[config.mk]
export PLATFORM = sky130hd
export DESIGN_NAME = dual_reload_timer
export DESIGN_NICKNAME = d
export VERILOG_FILES = /design/src/rtl/timer_pkg.sv /design/src/rtl/pin_sync.sv /design/src/rtl/timer_ctrl.sv /design/src/rtl/timer_dpath.sv /design/src/rtl/dual_reload_timer.sv
export SDC_FILE = /design/constraint.sdc
export NUM_CORES = 1
export LEC_CHECK = 0
export BUFFER_PORTS_ARGS = -buffer_cell sky130_fd_sc_hd__buf_2
export CAP_MARGIN = 10
export CELL_PAD_IN_SITES_DETAIL_PLACEMENT = 1
export CELL_PAD_IN_SITES_GLOBAL_PLACEMENT = 1
export CORE_ASPECT_RATIO = 0.75
export CORE_MARGIN = 2
export CORE_UTILIZATION = 42
export DETAILED_ROUTE_END_ITERATION = 7
export PLACE_DENSITY = 0.86
export SLEW_MARGIN = 25
export SYNTH_ARGS = -nofsm -noshare
export SYNTH_HDL_FRONTEND = slang
export SYNTH_SLANG_ARGS = --single-unit
[constraint.sdc]
create_clock -name clk -period 2.7 [get_ports clk]
set_input_delay 0.54 -clock clk [delete_from_list [all_inputs] [get_ports clk]]
set_output_delay 0.54 -clock clk [all_outputs]
set_load 0.01 [all_outputs]
[src/rtl/timer_pkg.sv]
package timer_pkg;

  typedef enum logic [1:0] {
    MODE_PWM     = 2'b00,
    MODE_EV_RISE = 2'b01,
    MODE_EV_FALL = 2'b10,
    MODE_CAPTURE = 2'b11
  } mode_e;

  // Packed so that bit 0..1 is mode, 2 run, 3 toggle, 4 enA, 5 enB
  typedef struct packed {
    logic  enB;
    logic  enA;
    logic  togEn;
    logic  run;
    mode_e mode;
  } cfg_t;

  localparam int CFG_W = $bits(cfg_t);

  typedef struct packed {
    logic dec;
    logic loadA;
    logic loadB;
    logic setA;
    logic setB;
    logic capA;
    logic capB;
    logic toggle;
  } strobe_t;

  localparam int ADDR_CNT  = 0;
  localparam int ADDR_REGA = 1;
  localparam int ADDR_REGB = 2;
  localparam int ADDR_CTL  = 3;
  localparam int ADDR_FLG  = 4;

endpackage

[src/rtl/pin_sync.sv]
module pin_sync #(
  parameter int STAGES = 2
) (
  input  logic clk,
  input  logic rst_n,
  input  logic din,
  output logic rise,
  output logic fall
);
  logic [STAGES-1:0] stage;
  logic              prevQ;

  always_ff @(posedge clk or negedge rst_n) begin
    if (!rst_n) begin
      stage <= '0;
      prevQ <= 1'b0;
    end else begin
      stage <= {stage[STAGES-2:0], din};
      prevQ <= stage[STAGES-1];
    end
  end

  assign rise = stage[STAGES-1] & ~prevQ;
  assign fall = ~stage[STAGES-1] & prevQ;
endmodule

[src/rtl/timer_ctrl.sv]
module timer_ctrl
  import timer_pkg::*;
#(
  parameter int SYNC_STAGES = 2
) (
  input  logic    clk,
  input  logic    rst_n,
  input  cfg_t    cfg,
  input  logic    cntZero,
  input  logic    ctlWrite,
  input  logic    pinAIn,
  input  logic    pinBIn,
  output strobe_t stb
);
  localparam int NUM_PINS = 2;

  logic [NUM_PINS-1:0] pinRaw, pinRise, pinFall;
  logic                selB;
  logic                evTick;

  assign pinRaw = {pinBIn, pinAIn};

  for (genvar p = 0; p < NUM_PINS; p++) begin : g_sync
    pin_sync #(.STAGES(SYNC_STAGES)) u_sync (
      .clk  (clk),
      .rst_n(rst_n),
      .din  (pinRaw[p]),
      .rise (pinRise[p]),
      .fall (pinFall[p])
    );
  end

  assign evTick = (cfg.mode == MODE_EV_RISE) ? pinRise[0] : pinFall[0];

  always_comb begin
    stb = '0;
    unique case (cfg.mode)
      MODE_PWM: begin
        if (cfg.run) begin
          if (cntZero) begin
            stb.loadA  = ~selB;
            stb.setA   = ~selB;
            stb.loadB  = selB;
            stb.setB   = selB;
            stb.toggle = cfg.togEn;
          end else begin
            stb.dec = 1'b1;
          end
        end
      end
      MODE_EV_RISE, MODE_EV_FALL: begin
        if (cfg.run && evTick) begin
          if (cntZero) begin
            stb.loadA = 1'b1;
            stb.setA  = 1'b1;
          end else begin
            stb.dec = 1'b1;
          end
        end
        stb.setB = pinRise[1];
      end
      MODE_CAPTURE: begin
        stb.dec  = cfg.run;
        stb.capA = pinRise[0];
        stb.setA = pinRise[0];
        stb.capB = pinRise[1];
        stb.setB = pinRise[1];
      end
      default: stb = '0;
    endcase
  end

  always_ff @(posedge clk or negedge rst_n) begin
    if (!rst_n)                      selB <= 1'b0;
    else if (ctlWrite)               selB <= 1'b0;
    else if (stb.loadA || stb.loadB) selB <= ~selB;
  end
endmodule

[src/rtl/timer_dpath.sv]
module timer_dpath
  import timer_pkg::*;
#(
  parameter int CNT_W  = 16,
  parameter int ADDR_W = 3
) (
  input  logic              clk,
  input  logic              rst_n,
  input  strobe_t           stb,
  input  logic [ADDR_W-1:0] busAddr,
  input  logic              busWrEn,
  input  logic [CNT_W-1:0]  busWrData,
  output logic [CNT_W-1:0]  busRdData,
  output cfg_t              cfg,
  output logic              cntZero,
  output logic              ctlWrite,
  output logic [CNT_W-1:0]  cntVal,
  output logic              pendA,
  output logic              pendB,
  output logic              pinAOut
);
  localparam int FLG_W = 2;

  logic [CNT_W-1:0] cntQ, regAQ, regBQ;
  cfg_t             cfgQ;
  logic             pendAQ, pendBQ, outQ;
  logic             wrCnt, wrA, wrB, wrFlg;
  logic             clrA, clrB;

  assign wrCnt    = busWrEn && (busAddr == ADDR_W'(ADDR_CNT));
  assign wrA      = busWrEn && (busAddr == ADDR_W'(ADDR_REGA));
  assign wrB      = busWrEn && (busAddr == ADDR_W'(ADDR_REGB));
  assign ctlWrite = busWrEn && (busAddr == ADDR_W'(ADDR_CTL));
  assign wrFlg    = busWrEn && (busAddr == ADDR_W'(ADDR_FLG));
  assign clrA     = wrFlg && busWrData[0];
  assign clrB     = wrFlg && busWrData[1];

  always_ff @(posedge clk or negedge rst_n) begin
    if (!rst_n)         cntQ <= '0;
    else if (wrCnt)     cntQ <= busWrData;
    else if (stb.loadA) cntQ <= regAQ;
    else if (stb.loadB) cntQ <= regBQ;
    else if (stb.dec)   cntQ <= cntQ - CNT_W'(1);
  end

  always_ff @(posedge clk or negedge rst_n) begin
    if (!rst_n)        regAQ <= '0;
    else if (stb.capA) regAQ <= cntQ;
    else if (wrA)      regAQ <= busWrData;
  end

  always_ff @(posedge clk or negedge rst_n) begin
    if (!rst_n)        regBQ <= '0;
    else if (stb.capB) regBQ <= cntQ;
    else if (wrB)      regBQ <= busWrData;
  end

  always_ff @(posedge clk or negedge rst_n) begin
    if (!rst_n)        cfgQ <= '0;
    else if (ctlWrite) cfgQ <= cfg_t'(busWrData[CFG_W-1:0]);
  end

  always_ff @(posedge clk or negedge rst_n) begin
    if (!rst_n) begin
      pendAQ <= 1'b0;
      pendBQ <= 1'b0;
    end else begin
      pendAQ <= (pendAQ & ~clrA) | stb.setA;
      pendBQ <= (pendBQ & ~clrB) | stb.setB;
    end
  end

  always_ff @(posedge clk or negedge rst_n) begin
    if (!rst_n)          outQ <= 1'b0;
    else if (stb.toggle) outQ <= ~outQ;
  end

  always_comb begin
    busRdData = '0;
    case (busAddr)
      ADDR_W'(ADDR_CNT):  busRdData = cntQ;
      ADDR_W'(ADDR_REGA): busRdData = regAQ;
      ADDR_W'(ADDR_REGB): busRdData = regBQ;
      ADDR_W'(ADDR_CTL):  busRdData = CNT_W'(cfgQ);
      ADDR_W'(ADDR_FLG):  busRdData = CNT_W'({pendBQ, pendAQ});
      default:            busRdData = '0;
    endcase
  end

  assign cfg     = cfgQ;
  assign cntZero = (cntQ == '0);
  assign cntVal  = cntQ;
  assign pendA   = pendAQ;
  assign pendB   = pendBQ;
  assign pinAOut = outQ;
endmodule

[src/rtl/dual_reload_timer.sv]
module dual_reload_timer
  import timer_pkg::*;
#(
  parameter int CNT_W       = 16,
  parameter int ADDR_W      = 3,
  parameter int SYNC_STAGES = 2
) (
  input  logic              clk,
  input  logic              rst_n,
  input  logic [ADDR_W-1:0] busAddr,
  input  logic              busWrEn,
  input  logic [CNT_W-1:0]  busWrData,
  output logic [CNT_W-1:0]  busRdData,
  input  logic              pinAIn,
  input  logic              pinBIn,
  output logic              pinAOut,
  output logic              irq
);
  strobe_t          stb;
  cfg_t             cfgQ;
  logic             cntZero, ctlWrite, pendA, pendB;
  logic [CNT_W-1:0] cntVal;

  timer_ctrl #(.SYNC_STAGES(SYNC_STAGES)) u_ctrl (
    .clk     (clk),
    .rst_n   (rst_n),
    .cfg     (cfgQ),
    .cntZero (cntZero),
    .ctlWrite(ctlWrite),
    .pinAIn  (pinAIn),
    .pinBIn  (pinBIn),
    .stb     (stb)
  );

  timer_dpath #(.CNT_W(CNT_W), .ADDR_W(ADDR_W)) u_dpath (
    .clk      (clk),
    .rst_n    (rst_n),
    .stb      (stb),
    .busAddr  (busAddr),
    .busWrEn  (busWrEn),
    .busWrData(busWrData),
    .busRdData(busRdData),
    .cfg      (cfgQ),
    .cntZero  (cntZero),
    .ctlWrite (ctlWrite),
    .cntVal   (cntVal),
    .pendA    (pendA),
    .pendB    (pendB),
    .pinAOut  (pinAOut)
  );

  assign irq = (pendA & cfgQ.enA) | (pendB & cfgQ.enB);
endmodule

==> impl_metrics.csv <==
group,metric,value,unit
synthesis,synth_warnings,0,
floorplan,io_pins,42,
clock_network,cts-buffers-inserted,9,
detailed_routing,routedWlPerCell,22.9,µm
sta,finalCriticalPeriod,2.76,ns
synthesis,syn_avg_cell_area,9.19,µm²
clock_network,cts_sinks,64,
cells_and_area,drive_gt1_share,26.8,%
sta,final-hold-violation-count,0,
setup_path,required,2.93,ns
synthesis,synthCells,463,
floorplan,dieHeight,91.2,µm
detailed_routing,drtIter0Drc,327,
cells_and_area,final_core_util,53.0,%
placement,dpl.hpwl,10.1,mm
cells_and_area,multi_input_area,2480,µm²
cells_and_area,fin_nets,551,
detailed_routing,wl,15.1,mm
placement,dp_cells,639,
sta,slew_viol_final,0,
synthesis,synth-seq-cells,64,
global_routing,grt_pass1_wl,23.3,mm
sta,clock_skew,0.00648,ns
global_routing,track_usage,27.8,%
min_path,holdCritPathClass,"input pin to asynchronous set/reset pin",
synthesis,yosysSeqAreaShare,37.6,%
setup_path,reg2reg_from,"u_dpath.cntVal[8]",
placement,routabilityCongestion,0.939,
synthesis,netlist_area,4250,µm²
detailed_routing,via_per_inst,6.08,
setup_path,r2r_cells,7,
setup_path,arrival,2.98,ns
synthesis,synth_nets,492,
sta,worst_pin_slew,0.850,ns
power,p_per_area,962,nW/µm²
cells_and_area,fill_cells,1136,
floorplan,initial_core_util,43.7,%
setup_path,cp_max_fo,7,
cells_and_area,stdcell_area,5160,µm²
setup_path,worstSetupPathType,"flop to flop",
floorplan,core_area,9740,µm²
outcome,violations,"setup timing",
clock_network,h-tree-depth,3,
clock_network,clkTransAtPathRegs,0.06,ns
cells_and_area,instances_no_fill,659,
detailed_routing,drc,0,
outcome,status,"finished with violations",
setup_path,reg2reg_to,"u_dpath.cntVal[5]",
synthesis,synth-main-ff-cell,"dfrtp_1",
placement,portBuffers,41,
cells_and_area,syn_to_final_growth,21.4,%
floorplan,die_x,120,µm
power,ir_worst_vdd,0.438,mV
cells_and_area,final_cell_mix,"dfrtp_1 (64), nand2_1 (58), mux2i_1 (49), nor2_1 (43), buf_4 (43)",
synthesis,async_reset_ff_share,100,%
sta,rsz0062_at_grt,"true",
detailed_routing,ant_nets,0,
floorplan,rows,31,
clock_network,clk_latency,0.35,ns
clock_network,clockBufferDepth,2,
sta,slew_headroom,43.0,%
cells_and_area,antenna_cells,0,
clock_network,cts_root_buffer,"clkbuf_16",
clock_network,cts_tree,"done",
synthesis,synth_edf_count,0,
sta,finalCritPeriodShare,102,%
clock_network,cts_hold_buf,0,
global_routing,grt_pass1_vias,4220,
global_routing,antenna_found_initial,0,
placement,place_area,4750,µm²
setup_path,start_kind,"flop",
detailed_routing,drt_first_pass_iters,4,
setup_path,ff2ff_setup_slack,-0.06,ns
sta,max_freq,0.363,GHz
placement,post-place-ws,-0.0281,ns
detailed_routing,routed-via-count,4005,
cells_and_area,register_area,1600,µm²
sta,fin_tns_setup,-0.0998,ns
flow_run,maxCapViolations,0,
global_routing,grt_max_degree,36,
setup_path,cp-startpoint,"u_dpath.cntVal[8]",
setup_path,end_kind,"flop",
cells_and_area,final_common_cell,"dfrtp_1",
sta,fin_ws,-0.0563,ns
synthesis,synth.distinct_cells,53,
sta,finalSetupViolations,6,
floorplan,die-area,11000,µm²
global_routing,gr-total-overflow,0,
power,p_leak,2.56,nW
==> area by class of cell <==
class | instances | area share [%]
flip-flops and latches | 64 | 31.0
well taps | 132 | 3.20
inverters | 8 | 0.582
repair buffers | 87 | 11.3
multi-input cells | 352 | 48.1
clock inverters | 7 | 1.41
clock buffers | 9 | 4.36
==> what timing repair did <==
| item | in CTS | in global routing |
|---|---|---|
| hold endpoints to repair | 0 | 0 |
| resized for setup | 5 | 9 |
| setup buffers | 1 | 3 |
| cloned | 0 | 0 |
| pin swaps | 2 | 3 |
| setup endpoints to repair | 7 | 16 |
==> worst max-delay path by stage <==
| stage | slack, ns | to |
|---|---|---|
| after floorplan | -0.04 | u_dpath.cntVal[13] |
| after global placement | 0.01 | u_dpath.cntVal[13] |
| after detailed placement | -0.03 | u_dpath.cntVal[13] |
| after CTS | -0.04 | u_dpath.cntVal[6] |
| after global routing | -0.1 | u_dpath.cntVal[5] |
| final | -0.06 | u_dpath.cntVal[5] |
==> where the power goes <==
part	internal, mW	leakage, nW	switching, mW
registers	1.28	0.792	0.360
clock network	0.714	0.141	0.474
logic	0.994	1.62	1.14
==> sequential cells by signal (all words and copies together), names as in the netlist <==
| name | cells |
|---|---|
| u_ctrl.g_sync.u_sync.prevQ | 2 |
| u_dpath.cntVal | 16 |
| u_dpath.regAQ | 16 |
| u_dpath.cfg | 6 |
| u_dpath.pinAOut | 1 |
| u_dpath.pendB | 1 |
| u_dpath.pendA | 1 |
| u_ctrl.selB | 1 |
| u_ctrl.g_sync.u_sync.stage | 4 |
| u_dpath.regBQ | 16 |
==> critical path, stage by stage, from the launching register on <==
cell,delay (ns)
dfrtp_1,0.37
or4_4,0.54
or4_4,0.54
or3_4,0.36
buf_8,0.16
mux2_4,0.32
a221oi_4,0.26
o31ai_1,0.09
==> synthesized netlist by cell type (6+ instances only) <==
cell type	n	area [µm²]
dfrtp_1	64	1600
nand2_1	58	218
mux2i_1	49	490
o21ai_0	46	230
nor2_1	43	161
a21oi_1	23	115
clkbuf_1	22	82.6
mux2_2	9	101
o31ai_1	9	67.6
buf_6	8	90.1
inv_1	8	30.0
nor2b_1	8	50.1
nor3_1	7	35.0
xor2_1	7	61.3
a221oi_2	6	90.1
mux2_4	6	90.1
nand3_1	6	30.0
nor4_1	6	37.5
xnor2_1	6	52.6
==> stage by stage <==
stage,hold WS (ns),power (mW)
6_report,0.0956,4.97
5_1_grt,0.120,5.23
4_1_cts,0.101,4.85
3_5_place_dp,0.336,3.60
3_3_place_gp,0.334,3.45
2_1_floorplan,0.244,2.91
==> per-layer routing <==
metal	wire, µm	GRT usage, %	up-vias
met2	7230	43.4	153
met5	0	0	-
li1	-	-	1777
met1	6590	38.3	2048
met4	278	9.30	0
met3	982	5.97	27
==> kinds of logic after synthesis <==
group	after synthesis	synth area share, %
and+or+nand+nor	157	17.6
AOI/OAI and AO/OA	109	16.5
muxes	68	18.2
DFF	64	37.6
buffers and inverters	47	5.85
xor gates and xnor gates	13	2.68
adders and majority gates	5	1.47
No activity file was read; power rests on OpenSTA's default activity.
